`src/rtl/wag_pkg.sv`:
```
package wag_pkg;
  typedef struct packed {
    logic y_up;
    logic x_up;
    logic y_first;
  } mode_t;

  localparam mode_t MODE_RST = '{y_up: 1'b1, x_up: 1'b1, y_first: 1'b0};
endpackage

```
`src/rtl/wag_cfg.sv`:
```
module wag_cfg
  import wag_pkg::*;
#(
  parameter int XW = 5,
  parameter int YW = 9,
  parameter logic [XW-1:0] XS_RST = 'h01,
  parameter logic [XW-1:0] XE_RST = 'h13,
  parameter logic [YW-1:0] YS_RST = 'h127,
  parameter logic [YW-1:0] YE_RST = 'h000
) (
  input  logic          clk_i,
  input  logic          rst_ni,
  input  logic          soft_rst_i,
  input  logic          xwin_ld_i,
  input  logic [XW-1:0] xs_i,
  input  logic [XW-1:0] xe_i,
  input  logic          ywin_ld_i,
  input  logic [YW-1:0] ys_i,
  input  logic [YW-1:0] ye_i,
  input  logic          mode_ld_i,
  input  logic [1:0]    dir_i,
  input  logic          y_first_i,
  output logic [XW-1:0] xs_o,
  output logic [XW-1:0] xe_o,
  output logic [YW-1:0] ys_o,
  output logic [YW-1:0] ye_o,
  output mode_t         mode_o
);
  always_ff @(posedge clk_i or negedge rst_ni) begin
    if (!rst_ni) begin
      xs_o <= XS_RST; xe_o <= XE_RST;
      ys_o <= YS_RST; ye_o <= YE_RST;
      mode_o <= MODE_RST;
    end else if (soft_rst_i) begin
      xs_o <= XS_RST; xe_o <= XE_RST;
      ys_o <= YS_RST; ye_o <= YE_RST;
      mode_o <= MODE_RST;
    end else begin
      if (xwin_ld_i) begin xs_o <= xs_i; xe_o <= xe_i; end
      if (ywin_ld_i) begin ys_o <= ys_i; ye_o <= ye_i; end
      if (mode_ld_i) mode_o <= '{y_up: dir_i[1], x_up: dir_i[0], y_first: y_first_i};
    end
  end


  cfg_soft_rst_chk: assert property (@(posedge clk_i) disable iff (!rst_ni)
    soft_rst_i |=> (xs_o == XS_RST && xe_o == XE_RST && ys_o == YS_RST &&
                    ye_o == YE_RST && mode_o == MODE_RST));


  cfg_mode_ld_chk: assert property (@(posedge clk_i) disable iff (!rst_ni)
    (mode_ld_i && !soft_rst_i) |=> (mode_o.y_first == $past(y_first_i)));
endmodule

```
`src/rtl/wag_axis.sv`:
```
module wag_axis #(
  parameter int W = 5,
  parameter logic [W-1:0] RST = '0
) (
  input  logic         clk_i,
  input  logic         rst_ni,
  input  logic         soft_rst_i,
  input  logic         ld_i,
  input  logic [W-1:0] ld_val_i,
  input  logic         step_i,
  input  logic         up_i,
  input  logic [W-1:0] start_i,
  input  logic [W-1:0] end_i,
  output logic [W-1:0] cnt_o,
  output logic         at_end_o
);
  logic [W-1:0] nxt;

  assign at_end_o = (cnt_o == end_i);

  always_comb begin
    if (at_end_o)  nxt = start_i;
    else if (up_i) nxt = cnt_o + 1'b1;
    else           nxt = cnt_o - 1'b1;
  end

  always_ff @(posedge clk_i or negedge rst_ni) begin
    if (!rst_ni)         cnt_o <= RST;
    else if (soft_rst_i) cnt_o <= RST;
    else if (ld_i)       cnt_o <= ld_val_i;
    else if (step_i)     cnt_o <= nxt;
  end


  axis_wrap_chk: assert property (@(posedge clk_i) disable iff (!rst_ni)
    (step_i && at_end_o && !ld_i && !soft_rst_i) |=> (cnt_o == $past(start_i)));


  axis_load_chk: assert property (@(posedge clk_i) disable iff (!rst_ni)
    (ld_i && !soft_rst_i) |=> (cnt_o == $past(ld_val_i)));


  axis_hold_chk: assert property (@(posedge clk_i) disable iff (!rst_ni)
    (!step_i && !ld_i && !soft_rst_i) |=> $stable(cnt_o));
endmodule

```
`src/rtl/win_addr_gen.sv`:
```
module win_addr_gen
  import wag_pkg::*;
#(
  parameter int XW = 5,
  parameter int YW = 9,
  parameter logic [XW-1:0] XS_RST = 'h01,
  parameter logic [XW-1:0] XE_RST = 'h13,
  parameter logic [YW-1:0] YS_RST = 'h127,
  parameter logic [YW-1:0] YE_RST = 'h000,
  parameter logic [XW-1:0] XC_RST = 'h01,
  parameter logic [YW-1:0] YC_RST = 'h127
) (
  input  logic          clk_i,
  input  logic          rst_ni,
  input  logic          soft_rst_i,
  input  logic          xwin_ld_i,
  input  logic [XW-1:0] xs_i,
  input  logic [XW-1:0] xe_i,
  input  logic          ywin_ld_i,
  input  logic [YW-1:0] ys_i,
  input  logic [YW-1:0] ye_i,
  input  logic          xcnt_ld_i,
  input  logic [XW-1:0] xcnt_i,
  input  logic          ycnt_ld_i,
  input  logic [YW-1:0] ycnt_i,
  input  logic          mode_ld_i,
  input  logic [1:0]    dir_i,
  input  logic          y_first_i,
  input  logic          adv_i,
  output logic [XW-1:0] x_o,
  output logic [YW-1:0] y_o
);
  logic [XW-1:0] xs, xe;
  logic [YW-1:0] ys, ye;
  mode_t         mode;
  logic          x_end, y_end, x_step, y_step;

  wag_cfg #(
    .XW(XW), .YW(YW), .XS_RST(XS_RST), .XE_RST(XE_RST), .YS_RST(YS_RST), .YE_RST(YE_RST)
  ) u_cfg (
    .clk_i, .rst_ni, .soft_rst_i,
    .xwin_ld_i, .xs_i, .xe_i, .ywin_ld_i, .ys_i, .ye_i,
    .mode_ld_i, .dir_i, .y_first_i,
    .xs_o(xs), .xe_o(xe), .ys_o(ys), .ye_o(ye), .mode_o(mode)
  );

  // primary steps on every advance, secondary only when primary wraps
  assign x_step = adv_i & (mode.y_first ? y_end : 1'b1);
  assign y_step = adv_i & (mode.y_first ? 1'b1 : x_end);

  wag_axis #(.W(XW), .RST(XC_RST)) u_x (
    .clk_i, .rst_ni, .soft_rst_i,
    .ld_i(xcnt_ld_i), .ld_val_i(xcnt_i), .step_i(x_step), .up_i(mode.x_up),
    .start_i(xs), .end_i(xe), .cnt_o(x_o), .at_end_o(x_end)
  );

  wag_axis #(.W(YW), .RST(YC_RST)) u_y (
    .clk_i, .rst_ni, .soft_rst_i,
    .ld_i(ycnt_ld_i), .ld_val_i(ycnt_i), .step_i(y_step), .up_i(mode.y_up),
    .start_i(ys), .end_i(ye), .cnt_o(y_o), .at_end_o(y_end)
  );


  sec_hold_x_first_chk: assert property (@(posedge clk_i) disable iff (!rst_ni)
    (adv_i && !soft_rst_i && !ycnt_ld_i && !mode.y_first && x_o != xe) |=> $stable(y_o));


  sec_hold_y_first_chk: assert property (@(posedge clk_i) disable iff (!rst_ni)
    (adv_i && !soft_rst_i && !xcnt_ld_i && mode.y_first && y_o != ye) |=> $stable(x_o));


  soft_rst_chk: assert property (@(posedge clk_i) disable iff (!rst_ni)
    soft_rst_i |=> (x_o == XC_RST && y_o == YC_RST));


  win_ld_no_move_chk: assert property (@(posedge clk_i) disable iff (!rst_ni)
    ((xwin_ld_i || ywin_ld_i || mode_ld_i) && !adv_i && !soft_rst_i && !xcnt_ld_i && !ycnt_ld_i)
      |=> ($stable(x_o) && $stable(y_o)));
endmodule

```
`config.mk`:
```
export PLATFORM = sky130hd
export DESIGN_NAME = win_addr_gen
export DESIGN_NICKNAME = d
export VERILOG_FILES = /design/src/rtl/wag_pkg.sv /design/src/rtl/wag_cfg.sv /design/src/rtl/wag_axis.sv /design/src/rtl/win_addr_gen.sv
export SDC_FILE = /design/constraint.sdc
export NUM_CORES = 1
export LEC_CHECK = 0
export ABC_CLOCK_PERIOD_IN_PS = 2660
export BUFFER_PORTS_ARGS = -buffer_cell sky130_fd_sc_hd__buf_4
export CORE_MARGIN = 2
export CORE_UTILIZATION = 54
export DETAILED_ROUTE_END_ITERATION = 10
export PLACE_DENSITY = 0.8
export SYNTH_ARGS = -nofsm -noshare
export SYNTH_HDL_FRONTEND = slang
export SYNTH_SLANG_ARGS = --single-unit
```
`constraint.sdc`:
```
create_clock -name clk_i -period 2.66 [get_ports clk_i]
set_input_delay 0.532 -clock clk_i [delete_from_list [all_inputs] [get_ports clk_i]]
set_output_delay 0.532 -clock clk_i [all_outputs]
set_load 0.005 [all_outputs]
```
==> metrics.md <==
| Metric | Value |
|---|---|
| Synth Area per Inst | 9.78 sq um |
| I/O Buffers | 67 |
| Post-Syn Area | 2880 sq um |
| Ys async rst share | 1.00 |
| CP endpoint kind | flip-flop |
| Final setup violation count | 0 |
| Max Slew Vio Count | 0 |
| WP data required | 2.88 ns |
| Fin. Hold Viols | 0 |
| Clock power frac | 0.243 |
| Status | finished clean |
| Static leakage | 1.67 nW |
| Hpwl dp | 5250 um |
| R2R depth | 7 |
| Minimum clock period | 2.50 ns |
| Max Clk Rate | 400 MHz |
| Arrival time worst endpoint | 2.72 ns |
| Initial core utilization | 0.560 |
| First DRT Iteration DRCs | 201 |
| Unrepaired setup endpoints after global routing | no |
| Worst slew pin tran | 0.605 ns |
| Sink Count | 45 |
| CP delay by family, top | compound AO/OA/AOI/OAI gates |
| Full die area | 5930 sq um |
| Max Cap Viol | 0 |
| Final net count | 422 |
| Routability Congestion | 0.903 |
| I/O Pins | 68 |
| Diodes inserted | 0 |
| Reg2Reg Setup Slack | 0.16 ns |
| Worst setup path category | reg -> reg |
| Total power | 1.72 mW |
| HP Class | in -> async |
| Final core utilization | 0.682 |
| Yosys warns | 0 |
| Worst skew pair latency | 0.30 ns |
| Switching Share | 0.314 |
| WL per Instance | 17.0 um |
| CP Launch Type | flip-flop |
| Die Y | 77.0 um |
| Crit-path cells | inv_1, ha_1, and3_1, a2111oi_2, o21ai_0, a2111o_1, o211ai_1 |
| Seq pwr share | 0.469 |
| Predominant post-synthesis flop cell | dfrtp_1 |
| Synth unique cells | 60 |
| Number of H-tree levels | 2 |
| Vias in the first global route | 2,359 |
| Pwr dens | 490 nW/um^2 |
| Slew margin rel. | 0.596 |
| CP peak stage delay | 0.55 ns |
| Synthesis-to-finish area growth | 21.9% |
| Crit Path Max Fanout | 9 |
| Post-Syn Nets | 360 |
| Seq cells post-synth | 45 |
| Global-route wire length before repair | 12,100 um |
| Root Driver | clkbuf_8 |
| Hold WS | 0.218 ns |
| Residual DRC | 0 |
| Antenna-violating nets left | 0 |
| Share of cells above drive strength 1 | 0.289 |
| Maximum vdd drop | 294 uV |
| Worst Setup Slack, final | 0.160 ns |
| Max Clock Skew | 0.00697 ns |
| Total clock buffers created by CTS | 5 |
| Commonest non-fill, non-tap cell in the layout | buf_4 |
| Power Internal | 1.18 mW |
| Clk slew on worst S/H paths | 0.08 ns |
| Total track usage | 0.260 |
| Reg2reg end | u_y.cnt_o[8]$_DFFE_PN1P_ |
| Clock Path Buffers | 2 |
| Grt ovf | 0 |
| Fin Setup TNS | 0 ns |
| Syn Inst Count | 294 |
| DR vias | 2,416 |
| Period utilization | 0.940 |
| Post-synthesis sequential area ratio | 0.399 |
| Buffer and inverter count on the worst path | 1 |
| WL final | 7250 um |
| Gate power share | 0.288 |
| P_sw | 0.538 mW |
| Number of fill cells | 447 |
| Post-detailed-route via-to-cell ratio | 5.66 |
| EDFF count, synth | 0 |
| Initial antenna violation count | 0 |
| Die Wd | 77.0 um |
| Commonest cells after routing, fill and taps aside | buf_4, mux2i_1, dfrtp_1, nor2_1, nand2_1 |
| Row count | 26 |
| CTS tree | done |
| CP max stage cell | dfstp_2 |
| Dpl ws | 0.143 ns |
| Pre-antenna DRT Iters | 4 |
| R2R Path Start | u_cfg.mode_o[2]$_DFFE_PN1P_ |
| CORE AREA | 5140 sq um |
| Largest net degree at the start of global routing | 46 |
## how the worst max path moves through the flow
stage,startpoint,end,slack (ns),depth (start not counted)
after global placement,u_cfg.mode_o[2]$_DFFE_PN1P_,u_y.cnt_o[8]$_DFFE_PN1P_,0.13,7
final,u_cfg.mode_o[2]$_DFFE_PN1P_,u_y.cnt_o[8]$_DFFE_PN1P_,0.16,7
after CTS,u_cfg.mode_o[2]$_DFFE_PN1P_,u_y.cnt_o[8]$_DFFE_PN1P_,0.1,7
after global routing,u_cfg.mode_o[2]$_DFFE_PN1P_,u_y.cnt_o[6]$_DFFE_PN0P_,0.02,7
after floorplan,u_cfg.mode_o[2]$_DFFE_PN1P_,u_y.cnt_o[8]$_DFFE_PN1P_,0.34,7
after detailed placement,u_cfg.mode_o[2]$_DFFE_PN1P_,u_y.cnt_o[8]$_DFFE_PN1P_,0.14,7
## synth_stat cells, types with 4 or more instances
master	number	area share
xnor2_1	19	0.058
nor4_1	4	0.0087
a21o_1	5	0.013
dfstp_2	17	0.16
dfrtp_1	28	0.24
and3_1	6	0.013
or3_1	4	0.0087
clkbuf_1	8	0.010
nor3_1	4	0.0070
ha_1	10	0.043
o211ai_1	10	0.026
nand3_1	5	0.0087
a21oi_1	10	0.017
o21ai_0	10	0.017
nand2_1	22	0.029
inv_1	17	0.022
mux2i_1	30	0.10
nor2_1	26	0.034
## repair_timing
action | in CTS | in global routing
hold buffers | 0 | 0
gates resized for setup | 0 | 2
buffers inserted | 0 | 0
setup endpoints to repair | 0 | 1
## power by group through the flow
| stage | clock network [mW] | registers [mW] | logic (mW) |
|---|---|---|---|
| floorplan | 0 | 0.802 | 0.313 |
| global placement | 0 | 0.815 | 0.479 |
| detailed placement | 0 | 0.816 | 0.486 |
| CTS | 0.430 | 0.804 | 0.490 |
| global route | 0.467 | 0.813 | 0.545 |
| finish | 0.418 | 0.805 | 0.494 |
## logic make-up after synthesis
group | Yosys count | share of synthesized area
adders and majority gates | 12 | 0.0574
buffers and inverters | 30 | 0.0422
muxes | 33 | 0.119
AOI/OAI and AO/OA | 65 | 0.160
and+or+nand+nor | 86 | 0.150
DFF | 45 | 0.399
xor gates and xnor gates | 23 | 0.0726
## flip-flops by register name (all words and copies together) (netlist names)
name and count:
u_cfg.xe_o 5, u_cfg.mode_o 3, u_cfg.ys_o 9, u_y.cnt_o 9, u_x.cnt_o 5, u_cfg.xs_o 5, u_cfg.ye_o 9
## per-stage QoR
| stage | instance area [sq um] | cells |
|---|---|---|
| 2_1_floorplan | 2880 | 294 |
| 3_3_place_gp | 3420 | 419 |
| 3_5_place_dp | 3420 | 419 |
| 4_1_cts | 3500 | 427 |
| 5_1_grt | 3510 | 427 |
| 6_report | 3510 | 427 |
## per-layer routing
metal | track usage | wire length [um] | share of wire | vias to the layer above
met5 | 0 | 0 | 0 | -
met1 | 0.406 | 3410 | 0.47 | 1147
met2 | 0.374 | 3270 | 0.45 | 75
li1 | - | - | - | 1189
met4 | 0.0696 | 74 | 0.010 | 0
met3 | 0.0412 | 497 | 0.069 | 5
## final cells by class
cell class | instances | area [sq um] | share of cell area
clock buffers | 6 | 72.6 | 0.0207
clock inverters | 2 | 10.0 | 0.00286
inverters | 17 | 63.8 | 0.0182
multi-input cells | 219 | 1610 | 0.460
flip-flops and latches | 45 | 1150 | 0.327
well taps | 70 | 87.6 | 0.0250
repair buffers | 68 | 510 | 0.146
Note: power is estimated with default switching activity, not from simulation.
